`config.mk`:
```
export PLATFORM = sky130hd
export DESIGN_NAME = bidir_rotate_shifter
export DESIGN_NICKNAME = d
export VERILOG_FILES = /design/src/rtl/shr_pkg.sv /design/src/rtl/shr_entry_sel.sv /design/src/rtl/shr_stage.sv /design/src/rtl/bidir_rotate_shifter.sv
export SDC_FILE = /design/constraint.sdc
export NUM_CORES = 1
export LEC_CHECK = 0
export BUFFER_PORTS_ARGS = -buffer_cell sky130_fd_sc_hd__clkbuf_2
export CORE_ASPECT_RATIO = 0.5
export CORE_UTILIZATION = 30
export CTS_CLUSTER_SIZE = 12
export DETAILED_ROUTE_END_ITERATION = 16
export PLACE_DENSITY = 0.61
export SYNTH_ARGS = -nofsm -noshare
export SYNTH_HDL_FRONTEND = slang
export SYNTH_HIERARCHICAL = 1
export SYNTH_SLANG_ARGS = --single-unit
```
`constraint.sdc`:
```
create_clock -name clk -period 1.3 [get_ports clk]
set_clock_uncertainty 0.2 [all_clocks]
set_input_delay 0.195 -clock clk [delete_from_list [all_inputs] [get_ports clk]]
set_output_delay 0.195 -clock clk [all_outputs]
set_load 0.005 [all_outputs]
```
`src/rtl/shr_pkg.sv`:
```
package shr_pkg;

   typedef enum logic {
      DIR_RIGHT = 1'b0,
      DIR_LEFT  = 1'b1
   } shr_dir_e;

   localparam int unsigned SHR_MIN_STAGES = 2;

endpackage

```
`src/rtl/shr_entry_sel.sv`:
```
module shr_entry_sel (
   input  logic load_ext,
   input  logic sin_right,
   input  logic sin_left,
   input  logic first_q,
   input  logic last_q,
   output logic right_entry,
   output logic left_entry
);

   // In a right shift stage 1 takes the new bit: the external input, or stage N wrapping round.
   always_comb begin
      if (load_ext) right_entry = sin_right;
      else          right_entry = last_q;
   end

   // In a left shift stage N takes the new bit: the external input, or stage 1 wrapping round.
   always_comb begin
      if (load_ext) left_entry = sin_left;
      else          left_entry = first_q;
   end

endmodule

```
`src/rtl/shr_stage.sv`:
```
module shr_stage
   import shr_pkg::*;
(
   input  logic     clk,
   input  logic     rst_n,
   input  logic     hold,
   input  shr_dir_e dir,
   input  logic     from_lower,
   input  logic     from_upper,
   output logic     q
);

   logic d;

   always_comb begin
      if (hold)                d = q;
      else if (dir == DIR_LEFT) d = from_upper;
      else                     d = from_lower;
   end

   always_ff @(posedge clk or negedge rst_n) begin
      if (!rst_n) q <= 1'b0;
      else        q <= d;
   end

endmodule

```
`src/rtl/bidir_rotate_shifter.sv`:
```
module bidir_rotate_shifter
   import shr_pkg::*;
#(
   parameter int unsigned STAGES = 32
) (
   input  logic              clk,
   input  logic              rst_n,
   input  logic              shift_left,
   input  logic              load_ext,
   input  logic              freeze,
   input  logic              sin_right,
   input  logic              sin_left,
   output logic              sout_left,
   output logic              sout_right,
   output logic [STAGES-1:0] taps
);

   localparam int unsigned LAST = STAGES - 1;

   generate
      if (STAGES < SHR_MIN_STAGES) begin : g_bad_stages
         $error("bidir_rotate_shifter: STAGES must be at least 2");
      end
   endgenerate

   shr_dir_e    dir;
   logic        right_entry;
   logic        left_entry;
   logic [LAST:0] q;

   assign dir = shr_dir_e'(shift_left);

   shr_entry_sel u_entry (
      .load_ext    (load_ext),
      .sin_right   (sin_right),
      .sin_left    (sin_left),
      .first_q     (q[0]),
      .last_q      (q[LAST]),
      .right_entry (right_entry),
      .left_entry  (left_entry)
   );

   genvar i;
   generate
      for (i = 0; i < STAGES; i++) begin : g_stage
         logic lower_src;
         logic upper_src;
         if (i == 0) begin : g_first
            assign lower_src = right_entry;
            assign upper_src = q[1];
         end else if (i == LAST) begin : g_last
            assign lower_src = q[LAST-1];
            assign upper_src = left_entry;
         end else begin : g_mid
            assign lower_src = q[i-1];
            assign upper_src = q[i+1];
         end

         shr_stage u_cell (
            .clk        (clk),
            .rst_n      (rst_n),
            .hold       (freeze),
            .dir        (dir),
            .from_lower (lower_src),
            .from_upper (upper_src),
            .q          (q[i])
         );
      end
   endgenerate

   assign taps       = q;
   assign sout_left  = q[0];
   assign sout_right = q[LAST];

endmodule

```
# Yosys cells after proc, flatten, opt, wreduce, memory -nomap -nowiden
# Cells that the tools add are included.
[op_classes]
mux = 34
reduce_logical = 0
shift = 0
n_lt_le_gt_ge = 0
multipliers = 0
div_mod_pow = 0
n_bitwise = 0
eq_ne = 0
addsub = 0
[op_table]
columns = ["cell", "count"]
rows = [
  ["$mux W1", 34],
]
[word_totals]
memories = 0
output_inout_bits = 34
reg_bits = 32
inputBits = 7
romBits = 0
latch_bits = 0
word_cells = 66
ram_bits = 0

# Logic depth before layout (Yosys ltp)
[depth]
ltp_word = 2
mapped_depth = 3
ltp_nobuf = 3

# By module
# The synthesis kept the hierarchy.
[by_module_without_submodules]
columns = ["module", "cells_per_inst", "seq_area_each_um2", "area_each_um2", "n_inst"]
rows = [
  ["shr_stage", 4, 25.0, 43.8, 32],
  ["bidir_rotate_shifter", 32, 0.0, 240.2, 1],
  ["shr_entry_sel", 2, 0.0, 22.5, 1],
]

# Least setup slack after synthesis
# OpenSTA, ideal clock, no wires.
[synth_path]
kind = "register to register"
start = "reg g_stage[0].u_cell.q"
end = "reg g_stage[31].u_cell.q"
slack_ps = 139
period_less_slack_ps = 1161
t_arrival_ps = 840
setup_ps = 121
required_time_ps = 979
n_path_buf = 0
stages_incl_launch_ff = 4
path_cell_list = "dfrtp_1 -> mux2_2 -> mux2i_1 -> o21ai_1"
[synth_via]
elab_chain_len = 2
[synth_rtl]
columns = ["element", "line", "source"]
rows = [
  ["start, declared", "shr_stage.sv:10", "output logic q"],
  ["start signal, assigned", "shr_stage.sv:22", "if (!rst_n) q <= 1'b0;"],
  ["start signal, assigned", "shr_stage.sv:23", "else q <= d;"],
  ["$mux W1", "shr_entry_sel.sv:19", "if (load_ext) left_entry = sin_left;"],
  ["net g_stage[31].upper_src", "bidir_rotate_shifter.sv:47", "logic upper_src;"],
  ["$mux W1", "shr_stage.sv:17", "else if (dir == DIR_LEFT) d = from_upper;"],
  ["end signal, assigned", "shr_stage.sv:22", ""],
  ["end signal, assigned", "shr_stage.sv:23", ""],
  ["end, declared", "shr_stage.sv:10", ""],
]
# The timed path passes the listed nets, and every way through them passes these cells.
# A chain may end at the register's enable or synchronous reset.

# Worst setup path in the final report
[layout_path]
start = "reg g_stage[0].u_cell.q"
end = "out sout_left"
[layout_lines]
columns = ["element", "line", "source"]
rows = [
  ["end, declared", "bidir_rotate_shifter.sv:13", "output logic sout_left,"],
]
# No word-level cell between the ends.

==> metrics.md <==
| Metric | Value |
|---|---|
| Syn Std Cell Area | between 1500 and 2000 um^2 |
| P_int | 0.00168 W |
| Clock Latency Late Sink | 0.27 ns |
| Synth area leader | dfrtp_1 |
| Post-synthesis simple-gate area fraction | under 10% |
| Final TNS setup | 0 ns |
| Synth cell types | 6 |
| Synth top area cells | dfrtp_1 (48%), mux2i_1 (19%), buf_4 (14%), o21ai_1 (9.6%), nand2_1 (7.2%) |
| CP bufs+invs | 1 |
| Relative slew slack | 72.4% |
| Post-synth EDFFs | 0 |
| Nets | approximately 190 |
| Initial antenna violation count | 0 |
| CP cell instances | clkbuf_2 |
| Register area share after synthesis | ~48% |
| Min Tclk post-route | approximately 1.2 ns |
| Area share of the largest cell type after synthesis | around half |
| Core area | 5130 um^2 |
| Data arrival, critical path | roughly 0.83 ns |
| Die area | between 5000 and 6000 um^2 |
| Vias/cell | about 4.3 |
| Overflow after GRT | 0 |
| Tightest Pin Transition | around 0.41 ns |
| IO Pins | 41 |
| Register area | 801 um^2 |
| Status | complete, no violations |
| Post-Syn Instances | 162 |
| Antenna viol nets, final | 0 |
| Syn_nets | ~170 |
| RePlAce Congestion | about 0.66 |
| CP max stage cell | dfrtp_1 |
| Crit-path max cell delay | about 0.42 ns |
| Final period utilization | about 94% |
| Synthesis Warnings | 6 |
| CP delay by family, top | flip-flops |
| Multi-input gate area | just over 600 um^2 |
| DRC violations left | 0 |
| FMAX | 818 MHz |
| Mux share of post-synthesis cell area | between 20% and 30% |
| Final Hold Viols | 0 |
| Port Buffers | 40 |
| Asr flop ratio synth | 100% |
| Post-Synth Adder-Cell Area | 0% |
| Hold Crit Class | in2reg |
| Clock Sinks | 32 |
| Synth cell count leaders | buf_4 (32), dfrtp_1 (32), mux2i_1 (32), nand2_1 (32), o21ai_1 (32) |
| Vias | 1089 |
| Slew Viols, Final | 0 |
| Clock root buffer | clkbuf_8 |
| Crit Path Max Fanout | 5 |
| DR iter-0 viols | 34 |
| Largest family of logic cells by synthesized area | multiplexers |
| DR pass1 iterations | 6 |
| Die Y | between 50 and 60 um |
| Final WL | approximately 2.8 mm |
| Cell Count, Final, Fillers Out | about 250 |
| Area growth syn-to-layout | 13.1% |
| Synth Area in Compound Gates | 9.62% |
| Initial Util | roughly 32% |
| Post-synthesis xor/xnor area fraction | 0% |
| Ant diodes | 0 |
| # fillers | 535 |
| Die Wd | around 110 um |
| Comb pwr share | approximately 15% |
| Max FFs per register | 32 |
| Drt wl/cell | 11.2 um |
| Max Root-Sink Buffers | 2 |
| Switching share of power | a little over a quarter |
| Vias in the first global route | slightly above 1000 |
| Clock Power Share | about 34% |
| Reg clk slew, reported paths | 0.07 ns |
| CTS tree | done |
| Total track usage | 10.8% |
| Worst vdd ir | 360 uV |
| Worst Setup End Kind | primary output |
| Ys flop type | dfrtp_1 |
| RSZ-0062 raised after global routing | no |
| Reg power frac | between 50% and 60% |
| Switching power | 0.000609 W |
| H-tree depth | 2 |
| Max cap viols | 0 |
| TritonCTS Buffers | 5 |
| Share of layout cells above drive strength 1 | between 20 and 30% |
| Largest net degree at the start of global routing | 65 |
| Largest Register | g_stage.u_cell/q |
| Syn_area_per_cell | about 10 um^2 |
| First-pass GRT wire length | approximately 4.7 mm |
| Critical Path RT | around 0.9 ns |
| Postcts setup bufs | 0 |
| Critical setup path kind | reg2out |
| Startpoint Class | flip-flop |
| FF+latch count, synth | 32 |
| Pwr Density | 1220 nW/um^2 |
| Num rows | 18 |
| Hpwl dp | between 2 and 2.5 mm |
| Pleak | between 0.9 and 1 nW |
| Top Registers | g_stage.u_cell/q (32) |
| Endpoints failing setup | 0 |
| Placed Cells | between 200 and 250 |
power groups by stage:
stage / Clock (W) / Combinational [W] / Sequential, W
floorplan: 0 / 0.000261 / 0.00117
global placement: 0 / 0.000360 / 0.00119
finish: 0.000767 / 0.000347 / 0.00117
detailed placement: 0 / 0.000366 / 0.00119
global route: 0.000858 / 0.000393 / 0.00119
CTS: 0.000803 / 0.000356 / 0.00118
stage by stage:
| step | hold WS (ns) | utilization [%] | instance area [um^2] | total power (W) | setup slack, ns |
|---|---|---|---|---|---|
| final | 0.113 | 36.6 | 1880 | 0.00229 | 0.0768 |
| after CTS | 0.111 | 36.6 | 1880 | 0.00234 | 0.0553 |
| after global placement | 0.0411 | 34.8 | 1790 | 0.00155 | 0.135 |
| after detailed placement | 0.0461 | 34.8 | 1790 | 0.00156 | 0.109 |
| after global routing | 0.143 | 36.6 | 1880 | 0.00244 | 0.0216 |
| after floorplan | -0.301 | - | 1660 | 0.00143 | 0.139 |
final timing paths:
check	startpoint	to	slack, ns	depth (start not counted)
min	sin_right	g_stage[0].u_cell/q	0.11	4
min in group asynchronous	rst_n	g_stage[12].u_cell/q	0.28	3
max in group asynchronous	rst_n	g_stage[14].u_cell/q	0.32	3
min reg2reg	g_stage[29].u_cell/q	g_stage[29].u_cell/q	0.34	2
max	g_stage[0].u_cell/q	sout_left	0.08	1
max reg2reg	g_stage[0].u_cell/q	g_stage[31].u_cell/q	0.08	3
cell families after synthesis:
kind of cell	count (synthesis)
AND/OR/NAND/NOR	32
AO/OA/AOI/OAI	32
flip-flops	32
buffers and inverters	32
multiplexers	34
metal layers:
| layer | vias to the layer above | share of wire [%] | routed length, um | track usage [%] |
|---|---|---|---|---|
| li1 | 568 | - | - | - |
| met1 | 502 | 49 | 1380 | 12.6 |
| met4 | 0 | 0.92 | 26 | 4.11 |
| met2 | 15 | 46 | 1310 | 18.8 |
| met3 | 4 | 4.0 | 113 | 3.69 |
| met5 | - | 0 | 0 | 0 |
cells in the final DEF (no fill, tap or decap):
master         instances
dfrtp_1               32
mux2i_1               32
clkinv_2               2
o21ai_1               32
buf_4                  1
mux2_2                 2
clkbuf_8               6
nand2_1               32
buf_12                 3
dlygate4sd3_1          1
clkbuf_2              40
what timing repair did:
item / 4_1_cts / 5_1_grt
hold buffers: 1 / 0
setup endpoints to repair: 2 / 0
resized for setup: 0 / 0
hold endpoints to repair: 32 / 0
worst min-delay path, cell delays in order:
cell      delay, ns
clkbuf_2       0.07
mux2_2         0.13
mux2i_1        0.05
o21ai_1        0.10
layout make-up:
class / instances / share of cell area (%)
repair buffers: 45 / 14.8
flip-flops and latches: 32 / 42.6
multi-input cells: 98 / 33.1
clock inverters: 2 / 0.532
well taps: 70 / 4.65
clock buffers: 6 / 4.39
(Power assumes the default switching activity.)
